$ cat config.mk
export PLATFORM = sky130hd
export DESIGN_NAME = hcp_top
export DESIGN_NICKNAME = d
export VERILOG_FILES = /design/src/rtl/hcp_pkg.sv /design/src/rtl/hcp_cmd_decode.sv /design/src/rtl/hcp_busy_timer.sv /design/src/rtl/hcp_status_bank.sv /design/src/rtl/hcp_top.sv
export SDC_FILE = /design/constraint.sdc
export NUM_CORES = 1
export LEC_CHECK = 0
export BUFFER_PORTS_ARGS = -buffer_cell sky130_fd_sc_hd__buf_2
export CAP_MARGIN = 20
export CORE_ASPECT_RATIO = 0.75
export CORE_MARGIN = 1
export CORE_UTILIZATION = 54
export CTS_BUF_LIST = sky130_fd_sc_hd__clkbuf_2
export DETAILED_ROUTE_END_ITERATION = 12
export PLACE_DENSITY = 0.83
export SETUP_SLACK_MARGIN = 0.05
export SLEW_MARGIN = 20
export SYNTH_ARGS = -nofsm -noshare
export SYNTH_HDL_FRONTEND = slang
export SYNTH_SLANG_ARGS = --single-unit
$ cat constraint.sdc
create_clock -name clk -period 3.15 [get_ports clk]
set_input_delay 0.1575 -clock clk [delete_from_list [all_inputs] [get_ports clk]]
set_output_delay 0.1575 -clock clk [all_outputs]
set_load 0.1 [all_outputs]
$ cat src/rtl/hcp_pkg.sv
package hcp_pkg;
    localparam int OPC_W  = 5;
    localparam int ARG_W  = 11;
    localparam int WORD_W = OPC_W + ARG_W;
    localparam int FLG_W  = 11;

    localparam logic [OPC_W-1:0] OP_GRST  = 5'h00;
    localparam logic [OPC_W-1:0] OP_WIN   = 5'h01;
    localparam logic [OPC_W-1:0] OP_RXDIS = 5'h03;
    localparam logic [OPC_W-1:0] OP_RXEN  = 5'h04;
    localparam logic [OPC_W-1:0] OP_RXRST = 5'h05;
    localparam logic [OPC_W-1:0] OP_TXEN  = 5'h09;
    localparam logic [OPC_W-1:0] OP_TXDIS = 5'h0A;
    localparam logic [OPC_W-1:0] OP_TXRST = 5'h0B;
    localparam logic [OPC_W-1:0] OP_ACK   = 5'h0D;
    localparam logic [OPC_W-1:0] OP_IE    = 5'h0E;
    localparam logic [OPC_W-1:0] OP_IND   = 5'h0F;

    // flag bits that exist (bit 3 is reserved)
    localparam logic [FLG_W-1:0] FLG_VALID = 11'h7F7;
    // flag bits that an event pulse may set (not the latch, not bit 3)
    localparam logic [FLG_W-1:0] EV_MASK   = 11'h7F6;

    typedef struct packed {
        logic grst;
        logic win;
        logic rxdis;
        logic rxen;
        logic rxrst;
        logic txen;
        logic txdis;
        logic txrst;
        logic ack;
        logic ie;
        logic ind;
    } cmd_dec_t;

    typedef enum logic [1:0] {
        RK_NONE = 2'd0,
        RK_TX   = 2'd1,
        RK_RX   = 2'd2,
        RK_ALL  = 2'd3
    } rkind_e;
endpackage

$ cat src/rtl/hcp_cmd_decode.sv
module hcp_cmd_decode
    import hcp_pkg::*;
(
    input  logic [WORD_W-1:0] word_i,
    input  logic              accept_i,
    output cmd_dec_t          dec_o,
    output logic [ARG_W-1:0]  arg_o,
    output logic              is_reset_o
);
    logic [OPC_W-1:0] opc;

    always_comb begin
        opc        = word_i[WORD_W-1:ARG_W];
        arg_o      = word_i[ARG_W-1:0];
        dec_o      = '0;
        is_reset_o = (opc == OP_GRST) || (opc == OP_RXRST) || (opc == OP_TXRST);
        if (accept_i) begin
            dec_o.grst  = (opc == OP_GRST);
            dec_o.win   = (opc == OP_WIN);
            dec_o.rxdis = (opc == OP_RXDIS);
            dec_o.rxen  = (opc == OP_RXEN);
            dec_o.rxrst = (opc == OP_RXRST);
            dec_o.txen  = (opc == OP_TXEN);
            dec_o.txdis = (opc == OP_TXDIS);
            dec_o.txrst = (opc == OP_TXRST);
            dec_o.ack   = (opc == OP_ACK);
            dec_o.ie    = (opc == OP_IE);
            dec_o.ind   = (opc == OP_IND);
        end
    end
endmodule

$ cat src/rtl/hcp_busy_timer.sv
module hcp_busy_timer #(
    parameter int CYCLES = 16
) (
    input  logic clk,
    input  logic rst_n,
    input  logic start_i,
    output logic busy_o
);
    localparam int CNT_W = $clog2(CYCLES + 1);

    typedef struct packed {
        logic [CNT_W-1:0] cnt;
    } tmr_st_t;

    tmr_st_t st_d, st_q;

    always_comb begin
        st_d = st_q;
        if (start_i)
            st_d.cnt = CNT_W'(CYCLES);
        else if (st_q.cnt != '0)
            st_d.cnt = st_q.cnt - 1'b1;
    end

    always_ff @(posedge clk) begin
        if (!rst_n) st_q <= '0;
        else        st_q <= st_d;
    end

    assign busy_o = (st_q.cnt != '0);

    AST_BUSY_ON_START: assert property (@(posedge clk) disable iff (!rst_n)
        start_i |=> busy_o);
    AST_BUSY_COUNTS_DOWN: assert property (@(posedge clk) disable iff (!rst_n)
        (busy_o && !start_i) |=> (st_q.cnt == $past(st_q.cnt) - 1'b1));
endmodule

$ cat src/rtl/hcp_status_bank.sv
module hcp_status_bank
    import hcp_pkg::*;
(
    input  logic             clk,
    input  logic             rst_n,
    input  logic             clear_i,
    input  logic [FLG_W-1:0] ev_i,
    input  logic [FLG_W-1:0] ind_i,
    input  logic [FLG_W-1:0] ie_i,
    input  logic             ack_i,
    input  logic [FLG_W-1:0] ack_mask_i,
    output logic [FLG_W-1:0] flags_o
);
    typedef struct packed {
        logic [FLG_W-1:0] flags;
    } bank_st_t;

    bank_st_t         st_d, st_q;
    logic [FLG_W-1:0] fresh;
    logic             raise;

    always_comb begin
        st_d  = st_q;
        fresh = ev_i & ind_i & EV_MASK;
        raise = |(fresh & ie_i & EV_MASK);
        if (ack_i)
            st_d.flags = st_q.flags & ~ack_mask_i;
        st_d.flags = (st_d.flags | fresh) & FLG_VALID;
        if (raise)
            st_d.flags[0] = 1'b1;
        if (clear_i)
            st_d.flags = '0;
    end

    always_ff @(posedge clk) begin
        if (!rst_n) st_q <= '0;
        else        st_q <= st_d;
    end

    assign flags_o = st_q.flags;

    AST_NO_UNINDICATED_LATCH: assert property (@(posedge clk) disable iff (!rst_n)
        1'b1 |=> ((st_q.flags[FLG_W-1:1] & ~$past(st_q.flags[FLG_W-1:1])
                   & ~$past(ind_i[FLG_W-1:1])) == '0));
    AST_ACK_CLEARS: assert property (@(posedge clk) disable iff (!rst_n)
        (ack_i && ev_i == '0 && !clear_i) |=> ((st_q.flags & $past(ack_mask_i)) == '0));
    AST_RESERVED_ZERO: assert property (@(posedge clk) disable iff (!rst_n)
        !st_q.flags[3]);
endmodule

$ cat src/rtl/hcp_top.sv
module hcp_top
    import hcp_pkg::*;
#(
    parameter int RST_CYCLES = 16,
    parameter int NUM_WIN    = 8
) (
    input  logic        clk,
    input  logic        rst_n,
    input  logic        cmd_wr,
    input  logic [15:0] cmd_data,
    output logic [15:0] stat_rd,
    output logic [2:0]  win_sel,
    input  logic [10:0] ev_in,
    output logic        tx_en,
    output logic        rx_en,
    output logic        tx_rst,
    output logic        rx_rst,
    output logic        glob_rst,
    output logic        irq,
    output logic        proto_err
);
    localparam int WIN_W = (NUM_WIN > 1) ? $clog2(NUM_WIN) : 1;

    typedef struct packed {
        logic [WIN_W-1:0] win;
        logic [FLG_W-1:0] ie;
        logic [FLG_W-1:0] ind;
        logic             txen;
        logic             rxen;
        logic             perr;
        rkind_e           rk;
    } top_st_t;

    top_st_t          st_d, st_q;
    cmd_dec_t         dec;
    logic [ARG_W-1:0] arg;
    logic             is_reset;
    logic             busy;
    logic             accept;
    logic             start_rst;
    logic [FLG_W-1:0] flags;
    logic [2:0]       win_ext;

    assign accept    = cmd_wr && !busy;
    assign start_rst = accept && is_reset;

    hcp_cmd_decode u_dec (
        .word_i     (cmd_data),
        .accept_i   (accept),
        .dec_o      (dec),
        .arg_o      (arg),
        .is_reset_o (is_reset)
    );

    hcp_busy_timer #(.CYCLES(RST_CYCLES)) u_tmr (
        .clk     (clk),
        .rst_n   (rst_n),
        .start_i (start_rst),
        .busy_o  (busy)
    );

    hcp_status_bank u_bank (
        .clk        (clk),
        .rst_n      (rst_n),
        .clear_i    (dec.grst),
        .ev_i       (ev_in),
        .ind_i      (st_q.ind),
        .ie_i       (st_q.ie),
        .ack_i      (dec.ack),
        .ack_mask_i (arg),
        .flags_o    (flags)
    );

    always_comb begin
        st_d = st_q;
        if (cmd_wr && busy)
            st_d.perr = 1'b1;
        if (dec.win)   st_d.win  = arg[WIN_W-1:0];
        if (dec.ie)    st_d.ie   = arg & FLG_VALID;
        if (dec.ind)   st_d.ind  = arg & FLG_VALID;
        if (dec.txen)  st_d.txen = 1'b1;
        if (dec.txdis) st_d.txen = 1'b0;
        if (dec.rxen)  st_d.rxen = 1'b1;
        if (dec.rxdis) st_d.rxen = 1'b0;
        if (dec.txrst) begin
            st_d.txen = 1'b0;
            st_d.rk   = RK_TX;
        end
        if (dec.rxrst) begin
            st_d.rxen = 1'b0;
            st_d.rk   = RK_RX;
        end
        if (dec.grst) begin
            st_d.win  = '0;
            st_d.ie   = '0;
            st_d.ind  = '0;
            st_d.txen = 1'b0;
            st_d.rxen = 1'b0;
            st_d.rk   = RK_ALL;
        end
    end

    always_ff @(posedge clk) begin
        if (!rst_n) st_q <= '0;
        else        st_q <= st_d;
    end

    always_comb begin
        win_ext = '0;
        win_ext[WIN_W-1:0] = st_q.win;
    end

    assign stat_rd   = {win_ext, busy, 1'b0, flags};
    assign win_sel   = win_ext;
    assign tx_en     = st_q.txen;
    assign rx_en     = st_q.rxen;
    assign tx_rst    = busy && (st_q.rk == RK_TX || st_q.rk == RK_ALL);
    assign rx_rst    = busy && (st_q.rk == RK_RX || st_q.rk == RK_ALL);
    assign glob_rst  = busy && (st_q.rk == RK_ALL);
    assign irq       = flags[0];
    assign proto_err = st_q.perr;

    AST_WIN_SELECT: assert property (@(posedge clk) disable iff (!rst_n)
        (cmd_wr && !busy && cmd_data[15:11] == OP_WIN)
        |=> (win_sel[WIN_W-1:0] == $past(cmd_data[WIN_W-1:0])));
    AST_PLAIN_CMD_NO_BUSY: assert property (@(posedge clk) disable iff (!rst_n)
        (cmd_wr && !busy && cmd_data[15:11] != OP_GRST
         && cmd_data[15:11] != OP_RXRST && cmd_data[15:11] != OP_TXRST) |=> !stat_rd[12]);
    AST_BUSY_WRITE_IGNORED: assert property (@(posedge clk) disable iff (!rst_n)
        (cmd_wr && busy) |=> ($stable(win_sel) && $stable(tx_en) && $stable(rx_en) && proto_err));
    AST_PERR_STICKY: assert property (@(posedge clk) disable iff (!rst_n)
        proto_err |=> proto_err);
    AST_GRST_CLEARS: assert property (@(posedge clk) disable iff (!rst_n)
        (cmd_wr && !busy && cmd_data[15:11] == OP_GRST)
        |=> (win_sel == 3'd0 && !tx_en && !rx_en && stat_rd[10:0] == '0 && glob_rst));
endmodule

==> metrics <==
status=finished, final reports clean; Reg power frac=0.415; commonest non-fill, non-tap cell in the layout=buf_2; DIE WIDTH=71.4 um; Hold EP=win_sel[2]; final setup TNS=0 ps; HPWL Detailed=2.78 mm; Yosys top cell by area=dfxtp_1; cell area power density=609 nW/um2; hold-critical path depth=3; Final Cycle Share=0.756; CTS tree=built; via count=1651; # DRC=0; Yosys cell types=42; crit path max fanout=10; Setup crit end kind=flop; end-of-flow core utilization=0.689; Startpoint Class=flop; vias in the first global route=1483; Final WS setup=767 ps; worst reg2reg setup slack=770 ps; sequential area share after synthesis=0.421; top cell type's share of synthesized area=0.421; Post-Layout Cell Count=313; clock latency on the worst-skew pair=420 ps; fin crit period=2380 ps; num ports=56; Hold Crit Class=in2reg; Synth Flop Type=dfxtp_1; Fill cells=280; Storage cell area=821 um2; area of the die=3860 um2; Internal Power=0.855 mW; Vias/cell=5.27; Fin Hold WS=4.21 ps; FF-to-FF path depth=8; drt wl/cell=13.8 um; GPL Wtd Cong=0.780; gr usage total=0.246; worst r2r src=u_tmr.st_q[0]; WS Path Type=reg2reg; skew final=11.8 ps; top cells by area, synth=dfxtp_1 42%, mux2i_1 11%, nor2_1 6.2%; asr flop ratio synth=0; Setup-failing EPs final=0; Worst VDD drop=0.385 mV; Die Ht=54.1 um; GRT overflow=0; combinational share of power=0.364; Worst path max stage delay=790 ps; drt pass-1 iters=4; Post-synth EDFFs=0; clock transition at the registers of the reported paths=210 ps; Max Fclk=420 MHz; Worst-Margin Slew=516 ps; worst slack at placement=825 ps; # nets final=303; first-pass GRT wire length=6.97 mm; Clk network pwr share=0.220; IO buf count=50; WL final=4.30 mm; post_cts resized=0; largest net degree at the start of global routing=33; drt first-iter violations=96; syn avg cell area=9.16 um2; Max Buffers Root-to-Sink=2; clock buffer count from CTS=5; most frequent cells in the layout=50 x buf_2, 41 x dfxtp_1, 32 x nor2_1; CP required=3470 ps; HP Start=cmd_data[2]; Multi-input gate area=891 um2; Slew Viols, Final=0; Crit-path slowest cell=or4b_1; starting density of the core=0.578; synthesis-stage register bit count=41; critical path, cell by cell=inv_1 > ha_1 > nor4b_4 > buf_4 > inv_2 > or4b_1 > mux2i_1 > nor2_1; core area=3380 um2; Antenna diodes=0; Sw Pwr=0.562 mW; Placed Cells=287; Net Sw Frac=0.397; Yosys Warn Count=0; Area Growth Syn to Fin=19.2%; Hold Vio Cnt, Final=0; share of post-route cells with drive strength above 1=0.253; worst path arrival time=2710 ps; Mapped Cells=213; Rows=18; H-tree Lvls=2; max_slew headroom=0.656; Lkg Pwr=1.18 nW; Routed Antenna Nets=0; Clock Sinks=41; root buffer cell=clkbuf_2; Mapped Area=1950 um2; RSZ-0062 raised after global routing=no; R2R Path End=st_q[25]; initial antenna violation count=0; max_cap viols=0
## worst max-delay path by stage
stage                             start        to  slack, ps  depth (start not counted)
after floorplan           u_tmr.st_q[0]  st_q[17]       1080                          8
after global placement    u_tmr.st_q[0]  st_q[25]        840                          8
after detailed placement  u_tmr.st_q[0]  st_q[22]        820                          8
after CTS                 u_tmr.st_q[0]  st_q[25]        760                          8
after global routing      u_tmr.st_q[0]  st_q[23]        610                          8
final                     u_tmr.st_q[0]  st_q[25]        770                          8
## kinds of logic after synthesis
logic type | count (synthesis) | synth area share
adders and majority gates | 1 | 0.00641
muxes | 21 | 0.108
buffers and inverters | 34 | 0.131
AOI/OAI and AO/OA | 36 | 0.119
other | 1 | 0.00192
xor gates and xnor gates | 4 | 0.0180
DFF | 41 | 0.421
and+or+nand+nor | 75 | 0.196
## worst max-delay path, delay by kind of cell, from the launching register on
family	cells	cell delay, ps
fa+ha+maj	1	230
flops	1	370
simple gates	3	1050
buf+inv	3	380
mux	1	250
## Yosys cell counts (all sizes together) (2+ instances only)
cell type  count
nand3          9
nor2          32
nand2         13
mux2i         21
dfxtp         41
nor3           2
a21oi         12
inv           15
bufbuf         2
o41ai          3
o31a           2
nand4          4
nor3b          2
buf           16
a21boi         2
xnor2          3
a311oi         2
and3           3
o21ai         11
and2           2
## metrics by stage
stage | area, um2 | power [mW]
2_1_floorplan | 1960 | 1.01
3_3_place_gp | 2080 | 1.08
3_5_place_dp | 2080 | 1.09
4_1_cts | 2330 | 1.42
5_1_grt | 2330 | 1.49
6_report | 2330 | 1.42
## per-layer routing
metal | GRT usage | share of wire
met1 | 0.320 | 0.44
met2 | 0.387 | 0.47
met3 | 0.0581 | 0.069
met4 | 0.123 | 0.013
met5 | 0 | 0
## power groups by stage
| stage | Combinational, mW | Sequential [mW] | Clock (mW) |
|---|---|---|---|
| CTS | 0.515 | 0.589 | 0.312 |
| detailed placement | 0.490 | 0.599 | 0 |
| global route | 0.560 | 0.596 | 0.332 |
| global placement | 0.481 | 0.598 | 0 |
| finish | 0.516 | 0.589 | 0.312 |
| floorplan | 0.379 | 0.629 | 0 |
## repair_timing
item	4_1_cts	5_1_grt
buffers inserted	0	0
hold buffers	18	0
endpoints found under the hold margin	23	0
## registers in the layout, summed over array words and instances (netlist names)
name / cells
u_tmr.st_q: 5
proto_err: 1
st_q: 20
rx_en: 1
u_bank.flags_o: 10
tx_en: 1
win_sel: 3
## cell type report
type,instances,area share
flip-flops and latches,41,0.353
clock buffers,6,0.0129
clock inverters,2,0.0145
well taps,40,0.0215
repair buffers,70,0.191
multi-input cells,139,0.383
inverters,15,0.0242
No activity file was read; power rests on OpenSTA's default activity.
